## config.mk

```make
export PLATFORM = sky130hd
export DESIGN_NAME = page_write_ctrl
export DESIGN_NICKNAME = d
export VERILOG_FILES = /design/src/rtl/page_write_ctrl.sv
export SDC_FILE = /design/constraint.sdc
export NUM_CORES = 1
export LEC_CHECK = 0
export BUFFER_PORTS_ARGS = -buffer_cell sky130_fd_sc_hd__clkbuf_2
export CAP_MARGIN = 20
export CORE_MARGIN = 2
export CORE_UTILIZATION = 45
export DETAILED_ROUTE_END_ITERATION = 8
export PLACE_DENSITY_LB_ADDON = 0.2
export SLEW_MARGIN = 10
export SYNTH_ARGS = -nofsm -noshare
export SYNTH_HDL_FRONTEND = slang
export SYNTH_SLANG_ARGS = --single-unit
```

## constraint.sdc

```tcl
create_clock -name clk -period 4.4 [get_ports clk]
set_input_delay 0.22 -clock clk [delete_from_list [all_inputs] [get_ports clk]]
set_output_delay 0.22 -clock clk [all_outputs]
set_load 0.02 [all_outputs]
```

## src/rtl/page_write_ctrl.sv

```systemverilog
module page_write_ctrl #(
  parameter int ADDR_W      = 12,
  parameter int PAGE_BYTES  = 32,
  parameter int PROG_CYCLES = 64
) (
  input  logic              clk,
  input  logic              rst_n,
  input  logic              wp_i,
  input  logic              cmd_start_i,
  input  logic [ADDR_W-1:0] cmd_addr_i,
  input  logic              byte_valid_i,
  input  logic [7:0]        byte_data_i,
  input  logic              stop_i,
  output logic              busy_o,
  output logic              mem_we_o,
  output logic [ADDR_W-1:0] mem_addr_o,
  output logic [7:0]        mem_wdata_o
);
  localparam int IDX_W  = $clog2(PAGE_BYTES);
  localparam int PAGE_W = ADDR_W - IDX_W;
  localparam int CNT_W  = $clog2(PROG_CYCLES + 1);

  logic [7:0]            latch_q [PAGE_BYTES];
  logic [PAGE_BYTES-1:0] loaded_q;
  logic [PAGE_W-1:0]     page_q;
  logic [IDX_W-1:0]      idx_q;
  logic [CNT_W-1:0]      cnt_q;
  logic [IDX_W:0]        scan_q;
  logic                  busy_q;

  wire               take_byte = !busy_q && !cmd_start_i && byte_valid_i;
  wire               take_stop = !busy_q && !cmd_start_i && !byte_valid_i && stop_i;
  wire [IDX_W-1:0]   scan_idx  = scan_q[IDX_W-1:0];
  wire               scanning  = busy_q && !scan_q[IDX_W];

  always_ff @(posedge clk or negedge rst_n) begin
    if (!rst_n) begin
      loaded_q <= '0;
      page_q   <= '0;
      idx_q    <= '0;
      cnt_q    <= '0;
      scan_q   <= '0;
      busy_q   <= 1'b0;
    end else if (!busy_q) begin
      if (cmd_start_i) begin
        page_q   <= cmd_addr_i[ADDR_W-1:IDX_W];
        idx_q    <= cmd_addr_i[IDX_W-1:0];
        loaded_q <= '0;
      end else if (take_byte) begin
        loaded_q[idx_q] <= 1'b1;
        idx_q           <= idx_q + 1'b1;
      end else if (take_stop) begin
        if (loaded_q != '0 && !wp_i) begin
          busy_q <= 1'b1;
          cnt_q  <= CNT_W'(PROG_CYCLES - 1);
          scan_q <= '0;
        end else begin
          loaded_q <= '0;
        end
      end
    end else begin
      if (!scan_q[IDX_W]) scan_q <= scan_q + 1'b1;
      if (cnt_q == '0) begin
        busy_q   <= 1'b0;
        loaded_q <= '0;
      end else begin
        cnt_q <= cnt_q - 1'b1;
      end
    end
  end

  always_ff @(posedge clk) begin
    if (take_byte) latch_q[idx_q] <= byte_data_i;
  end

  assign busy_o      = busy_q;
  assign mem_we_o    = scanning && loaded_q[scan_idx];
  assign mem_addr_o  = {page_q, scan_idx};
  assign mem_wdata_o = latch_q[scan_idx];
endmodule

```

==> results of run 1 <==
[metal layers]
metal	routed length [um]	global-route usage (%)	share of wire, %
met2	13200	30.9	48
met3	1590	3.43	5.7
met1	12400	27.4	45
met5	0	0	0
met4	519	5.59	1.9
[worst max path at each step]
stage	start	endpoint	slack, ns	cells past startpoint
floorplan	scan_q[1]$_DFFE_PN0P_	mem_wdata_o[0]	2.25	5
finish	scan_q[0]$_DFFE_PN0P_	mem_wdata_o[5]	1.08	6
global placement	scan_q[0]$_DFFE_PN0P_	mem_wdata_o[6]	1.53	6
detailed placement	scan_q[0]$_DFFE_PN0P_	mem_wdata_o[6]	1.55	6
CTS	scan_q[0]$_DFFE_PN0P_	mem_wdata_o[6]	1.01	6
global route	scan_q[0]$_DFFE_PN0P_	mem_wdata_o[0]	0.84	6
[layout make-up]
cell class | count | share of cell area, %
sequential | 314 | 63.0
multi-input combinational | 302 | 22.9
clock buffer | 44 | 6.19
timing repair buffer | 71 | 3.29
tap | 378 | 3.26
clock inverter | 18 | 1.20
inverter | 8 | 0.207
[registers in the layout, indices dropped and copies added (netlist names)]
| register | cells |
|---|---|
| scan_q | 6 |
| loaded_q | 32 |
| idx_q | 5 |
| page_q | 7 |
| busy_o | 1 |
| latch_q | 256 |
| cnt_q | 7 |
[what timing repair did]
action	4_1_cts	5_1_grt
resized for setup	0	0
hold buffers	12	0
setup endpoints to repair	0	0
hold endpoints to repair	69	0
[cell families after synthesis]
group	after synthesis	synth area share (%)
flip-flops	314	71.7
multiplexers	108	16.7
AND/OR/NAND/NOR	103	3.95
AO/OA/AOI/OAI	81	4.47
buffers and inverters	50	2.29
adder cells (fa/ha/maj)	7	0.687
XOR/XNOR	3	0.206
[stage by stage]
step,cell area [sq um],cells,hold WS [ns],utilization (%)
global route,14500,1135,0.0533,52.1
floorplan,12700,666,-0.0756,-
CTS,14500,1133,0.0187,52.1
finish,14500,1135,0.0246,52.1
global placement,13300,1056,0.402,47.6
detailed placement,13300,1059,0.416,47.8
[power by group through the flow]
stage	combinational [uW]	clock, uW	sequential, uW
after global placement	2380	0	3860
final	2490	2750	3750
after floorplan	1970	0	3600
after detailed placement	2510	0	3810
after global routing	2670	2920	3790
after CTS	2520	2800	3750
[critical path, delay by kind of cell (launching register included)]
| kind | cells | cell delay, ns |
|---|---|---|
| AO/OA/AOI/OAI | 2 | 0.37 |
| buffers and inverters | 2 | 0.53 |
| flip-flops | 1 | 0.82 |
| multiplexers | 2 | 0.82 |
[synth_stat cells (9+ instances only)]
cell type / instances
sky130_fd_sc_hd__edfxtp_1: 256
sky130_fd_sc_hd__mux4_2: 74
sky130_fd_sc_hd__dfrtp_1: 58
sky130_fd_sc_hd__nor2_1: 42
sky130_fd_sc_hd__a21o_1: 31
sky130_fd_sc_hd__mux2i_1: 20
sky130_fd_sc_hd__o21ai_0: 14
sky130_fd_sc_hd__buf_2: 13
sky130_fd_sc_hd__a22oi_1: 12
sky130_fd_sc_hd__clkbuf_1: 12
sky130_fd_sc_hd__nand2_1: 12
sky130_fd_sc_hd__nand3_1: 11
sky130_fd_sc_hd__o21a_1: 9
==> impl.org, run 1 <==
** Worst setup path
- The worst setup path is launched from a register.
- The number of cells on the worst reg-to-reg path is 3.
- R2R Path Start :: busy_o$_DFF_PN0_
- STA classifies the critical path endpoint as an output pin.
- Delay of the slowest critical-path stage :: 0.82 ns
- By startpoint and endpoint, the worst setup path is classified as register to output pin.
- Data arrival, critical path :: 3.10 ns
- The largest individual stage delay along the critical path comes from the cell sky130_fd_sc_hd__dfrtp_4.
- The worst register-to-register path ends at latch_q[4][1]$_DFFE_PP_.
- STA puts the critical path data required time at 4.18 ns.
- The signal on the critical path passes through buf_12, mux4_2, mux2i_1, a22oi_1, o21a_1, clkbuf_2.
- Highest fanout seen on the critical path :: 40
- The worst register-to-register path has a setup slack of 1.52 ns.

** Timing
- Actual slew at the worst max-slew pin :: 1.15 ns
- Dividing the final minimum period by the clock period gives 75.5%.
- Timing would allow up to 0.301 GHz.
- Maximum clock skew at final layout :: 0.0162 ns
- Headroom to the max-slew limit came out at 23.1%.
- Setup violations remaining at the end of the flow were counted as 0.
- The number of endpoints with negative hold slack in the final report is 0.
- Min cycle time layout :: 3.32 ns
- Crit path setup slack, layout :: 1.08 ns
- Setup repair after global routing left no endpoint under its margin.
- The max-slew violation count came to 0.
- Summed over all failing endpoints, the final setup total negative slack is 0 ns.

** Yosys
- Fraction of synthesized cell area taken by the top area cell type :: 60.3%
- After synthesis, the share of flip-flops with an asynchronous set or reset is 18.5%.
- FF+latch count, synth :: 314
- Number of different library cells in the post-synthesis netlist :: 47
- Avg Synthesized Cell Area :: 19.1 sq um
- Synth area leaders :: sky130_fd_sc_hd__edfxtp_1 (60%), sky130_fd_sc_hd__mux4_2 (13%), sky130_fd_sc_hd__dfrtp_1 (11%), sky130_fd_sc_hd__a21o_1 (1.8%), sky130_fd_sc_hd__mux2i_1 (1.6%)
- Count of flip-flops with a built-in enable after synthesis :: 256
- Synthesis produced 666 cells.
- Prevailing post-synth register cell :: sky130_fd_sc_hd__edfxtp_1
- Cell taking the most area after synthesis :: sky130_fd_sc_hd__edfxtp_1
- Of the synthesized area, sequential elements account for 71.7%.
- The number of nets in the synthesized netlist is 699.
- The cell area that synthesis handed to floorplanning was 0.0127 sq mm.
- Yosys printed 0 warnings.

** Floorplanning
- After floorplanning, the core was divided into 61 placement rows.
- X dimension of the die :: 172 um
- During I/O placement, the number of pins put on the boundary was 48.
- The floorplan step set the die height to 172 um.
- In this run the standard cell core region covers 0.0279 sq mm.
- Starting density of the core :: 45.8%
- The die covers 0.0297 sq mm.

** Clocking
- Clock tree from TritonCTS :: done
- Clock-pin slew reported for the worst setup and hold paths after clock tree synthesis :: 0.06 ns
- Clock buffer depth :: 3
- In this run, CTS created clock tree buffers numbering 34.
- Clock latency on the worst-skew pair, taken at its later pin, is 0.51 ns.
- After clock tree synthesis, the setup repair step added 0 buffers.
- Root buffer cell :: sky130_fd_sc_hd__clkbuf_16
- For this design, the sink count on the clock tree is 314.
- Depth of the CTS H-tree :: 2

** Place
- Final Wtd Congestion :: 0.767
- Post-Place Worst Slack :: 1.55 ns
- Port Buffers :: 47
- Post-detail-place hpwl :: 17300 um

** Global routing
- The initial antenna violation count came to 0.
- Global routing used 19.3% of the available tracks across all layers.
- For this run the aggregate overflow at the end of global routing stands at 0.
- Global-route wire length before repair :: 41400 um
- Entering global routing, the biggest net connects 59 pins.
- The via count of the first global-routing pass is 6730.

** Run status
- The flow ran to the end, and the final reports show no timing, DRC or antenna violations.

** Min path
- For hold timing, the worst endpoint is idx_q[2]$_DFFE_PN0P_.
- Hold Path Depth :: 3
- Type of the most critical hold path :: primary input to register
- In this run the most critical hold path is launched from cmd_addr_i[2].

** Detailed routing
- The first routing iteration left 683 violations.
- Wirelength per Cell :: 24.4 um
- DRC violation count after routing :: 0
- The routed layout has 6557 vias.
- In the routed layout, each cell is associated on average with a via count of 5.78.
- The count of nets left with antenna violations once routing finished came out at 0.
- Before antenna repair, the detailed router went through 8 iterations.
- Wires add up to 27700 um.

** Power and ir drop
- Leak Pwr :: 0.00524 uW
- IR analysis of the VDD net gives a maximum drop of 0.310 mV.
- Switching portion of total power :: 31.2%
- Power comes to 8980 uW.
- Power spent charging and discharging nets :: 2800 uW
- Clk pwr share :: 30.6%
- Total power divided by cell area :: 618 mW/mm^2
- The internal portion of the total power is 6180 uW.
- Sequential power share :: 41.7%
- Combinational logic burns 27.7% of the power.

** Finish
- The sequential cells in the finished layout cover a total of 0.00915 sq mm.
- The repair_antennas step left the layout with diodes totalling 0.
- The area growth from synthesis to layout is 13.9%.
- In the final layout, the multi-input gates occupy 0.00332 sq mm.
- After the last flow step, the layout net total stands at 764.
- Commonest cells after routing, fill and taps aside :: sky130_fd_sc_hd__edfxtp_1 (256), sky130_fd_sc_hd__mux4_2 (74), sky130_fd_sc_hd__dfrtp_1 (55), sky130_fd_sc_hd__clkbuf_2 (47), sky130_fd_sc_hd__nor2_1 (42)
- The library cell used most frequently in the layout, excluding fill and tap cells, is sky130_fd_sc_hd__edfxtp_1.
- Fraction of final layout cells with drive strength greater than 1 :: 25.2%
- Number of filler cells placed in the layout :: 2205

** Run
- Across the run, the number of max-cap violations was 0.
No activity file was read; power rests on OpenSTA's default activity.
==> run 2: changes to the inputs <==
clock period = 3.2 ns   (was 4.4 ns; I/O delays follow)
==> run 2 against run 1 <==
Compared with the run above:
- sequential share of layout area down 1.4 points
- sequential power up 35%
- worst hold slack better by 0.053 ns
- critical endpoint is now mem_wdata_o[1]
- clock power up 34%
- register-to-register slack worse by 0.62 ns
- highest routed layer unchanged
- critical path depth unchanged
- core utilization up 1.2 points
- sequential cell count unchanged
- largest power group unchanged
==> impl.org, run 2 (synthesis results as in run 1) <==
** Run status
- The run finished with clean final reports.

** Timing
- Timing-limited maximum frequency :: 0.325 GHz
- RSZ-0062 raised after global routing :: no
- The max-slew violation count is 0 (unchanged).
- Actual slew at the worst max-slew pin :: 0.984 ns (-0.165 ns)
- Maximum clock skew at final layout :: 0.0114 ns (-0.00473 ns)
- Share of the clock period used by the worst path after layout :: 96.2%
- The final number of setup-violating endpoints came to 0 (unchanged).
- For the finished layout, the period the worst path requires is 3.08 ns.
- Headroom to the max-slew limit :: 34.3% (+11 points)
- Final total negative setup slack :: 0 ns (unchanged)
- The number of endpoints with negative hold slack in the final report is 0 (unchanged).

** Finish
- More flip-flops sit in one register than any other, and that register is latch_q.
- The number of filler cells placed in the layout came to 2188 (-0.77%).
- In the layout the commonest cells are sky130_fd_sc_hd__edfxtp_1 (256), sky130_fd_sc_hd__mux4_2 (74), sky130_fd_sc_hd__dfrtp_1 (55), sky130_fd_sc_hd__clkbuf_2 (47), sky130_fd_sc_hd__nor2_1 (42).
- In the final layout, the registers with the most flip-flops are latch_q (256), loaded_q (32).
- The final design instance area without fill came to 0.0149 sq mm (+2.3%).
- Flip-flop count of the largest register, all copies and words added :: 256 (unchanged)
- Leading cell type in the layout, fill and taps excluded :: sky130_fd_sc_hd__edfxtp_1
- The final layout net count was 802 (+5.0%).
- Compared with the post-synthesis result, the final layout area differs by 16.5%.
- The number of antenna diodes was 0 (unchanged).
- The fraction of final layout cells with drive strength greater than 1 was 28.6% (+3.4 points).

** Clocking
- Number of sinks on the clock net :: 314 (unchanged)
- The maximum number of buffers from clock root to sink was 3 (unchanged).
- Later-pin clock latency in the skew report :: 0.51 ns (about the same)
- The clock transition at the registers of the reported paths came to 0.06 ns (about the same).
- Root buffer cell :: sky130_fd_sc_hd__clkbuf_16
- Clock tree from TritonCTS :: done
- The number of levels in the clock H-tree is 2 (unchanged).
- The TritonCTS buffer count came to 34 (unchanged).

** Min path
- The worst hold path depth came to 2 (-1).
- Worst Hold End :: idx_q[4]$_DFFE_PN0P_
- In this run the most critical hold path is launched from cmd_start_i.
- In this run the worst hold path is classified as primary input to register.

** Global routing
- The global routing usage summed across all routing layers came to 20.4% (+1.1 points).
- The routing usage on met2 came to 32.6% (+1.7 points).
- Met3 Use GR :: 4.55% (+1.1 points)
- The via count of the first global-routing pass is 7081 (+5.2%).
- Pin count of the biggest net entering global routing :: 54 (-8.5%)
- Global-route wire length before repair :: 43800 um (+5.7%)
- Met1 Use GR :: 28.8% (+1.4 points)
- Antenna violations before repair :: 0 (unchanged)
- Busiest grt layer :: met2
- GR Overflow Total :: 0 (unchanged)

** Worst setup path
- Required time of the critical path :: 3.04 ns (-1.14 ns)
- Data arrival, critical path :: 2.92 ns (-0.18 ns)
- The startpoint identified for the worst register-to-register timing path is idx_q[0]$_DFFE_PN0P_.
- Element type at the critical path end :: output pin
- The critical-path maximum fanout was 18 (-55%).
- Flop2flop setup slack :: 0.90 ns (-0.62 ns)
- The depth of the worst register-to-register path was 4 (+1).
- The endpoint identified for the worst register-to-register timing path is latch_q[23][2]$_DFFE_PP_.
- Crit Path Category :: register to output pin
- Startpoint kind of the worst setup timing path :: register

** Power and ir drop
- Clk pwr share :: 29.7% (-0.9 points)
- Switching portion of total power :: 30.8% (-0.41 points)
- The leakage dissipation is 0.00545 uW (+4.0%).
- The power share of the combinational group is 29.5% (+1.8 points).
- The overall power consumption was 12400 uW (+38%).
- The share of power burned in registers came to 40.9% (-0.8 points).
- The net load switching power was 3820 uW (+36%).
- Internal Dissipation :: 8580 uW (+39%)
- The maximum resistive drop on vdd came to 0.454 mV (+46%).
- Total power divided by cell area :: 835 mW/mm^2 (+35%)

** Detailed routing
- Antenna-violating nets left :: 0 (unchanged)
- The via density per instance is 5.67 (-1.8%).
- Via Count :: 6642 (+1.3%)
- Drt pass-1 iters :: 5 (-3)
- The total routed wirelength was 28500 um (+2.7%).
- The count of routing violations after the opening detailed-route iteration was 551 (-19%).
- The average wire per standard cell came to 24.3 um (-0.41%).
- DRC violation count after routing :: 0 (unchanged)

** Place
- The total of buffers placed on input and output ports came to 47 (unchanged).
- Post-detail-place hpwl :: 17600 um (+1.6%)
- Area after DPL :: 0.0136 sq mm (+2.3%)
- The weighted congestion reported at the end of routability-driven placement was 0.766 (-0.12%).

** Floorplanning
- The number of placed I/O pins was 48 (unchanged).
- Cell Rows :: 61 (unchanged)
- Area of the placeable core :: 0.0279 sq mm (unchanged)
- The overall die area was 0.0297 sq mm (unchanged).
- The effective utilization at floorplan came to 45.8% (unchanged).
- The overall die height came to 172 um (unchanged).
- The horizontal extent of the die is 172 um (unchanged).

** Run
- The total of max-cap violations came to 0 (unchanged).
## run 2: worst max path at each step
stage                                      from             end  slack (ns)  cells after the start
after floorplan           scan_q[1]$_DFFE_PN0P_  mem_wdata_o[0]        1.11                      5
after global placement    scan_q[0]$_DFFE_PN0P_  mem_wdata_o[3]        0.52                      5
after detailed placement  scan_q[0]$_DFFE_PN0P_  mem_wdata_o[4]        0.48                      5
after CTS                 scan_q[0]$_DFFE_PN0P_  mem_wdata_o[1]        0.09                      5
after global routing      scan_q[0]$_DFFE_PN0P_  mem_wdata_o[1]        0.01                      6
final                     scan_q[0]$_DFFE_PN0P_  mem_wdata_o[1]        0.12                      6
## run 2: what timing repair did
item                                    in CTS  in global routing
setup buffers                                1                  0
endpoints found under the setup margin       4                  0
hold buffers                                13                  0
gates resized for setup                      0                  0
hold endpoints to repair                    53                  0
## run 2: cell type report
| type | instances | area (sq um) | share of cell area (%) |
|---|---|---|---|
| sequential | 314 | 9150 | 61.6 |
| multi-input combinational | 302 | 3320 | 22.4 |
| clock buffer | 45 | 923 | 6.22 |
| timing repair buffer | 109 | 836 | 5.63 |
| tap | 378 | 473 | 3.18 |
| clock inverter | 15 | 123 | 0.825 |
| inverter | 8 | 30.0 | 0.202 |
## run 2: metrics by stage
stage / hold slack [ns] / cells / setup WS [ns] / util [%]
finish: 0.0775 / 1171 / 0.120 / 53.3
global route: 0.0869 / 1171 / 0.0114 / 53.3
CTS: 0.0577 / 1169 / 0.0873 / 53.2
detailed placement: 0.392 / 1095 / 0.479 / 48.9
global placement: 0.383 / 1095 / 0.523 / 48.9
floorplan: -0.136 / 666 / 1.11 / -
## run 2: power by group through the flow
stage	logic, uW	clock network [uW]	registers, uW
2_1_floorplan	2710	0	4950
3_3_place_gp	3500	0	5170
3_5_place_dp	3560	0	5190
4_1_cts	3670	3750	5070
5_1_grt	3930	3920	5120
6_report	3650	3680	5060
## run 2: per-layer routing
layer,vias to the layer above,part of all wire (%)
met2,236,49
met5,-,0
li1,2910,-
met1,3465,43
met4,0,1.4
met3,31,7.1
## run 2: worst max-delay path: stages (launching register included)
cell and delay (ns):
sky130_fd_sc_hd__dfrtp_4 0.74, sky130_fd_sc_hd__buf_16 0.24, sky130_fd_sc_hd__mux4_2 0.51, sky130_fd_sc_hd__mux2i_1 0.35, sky130_fd_sc_hd__a22oi_1 0.20, sky130_fd_sc_hd__o21a_1 0.21, sky130_fd_sc_hd__clkbuf_2 0.16
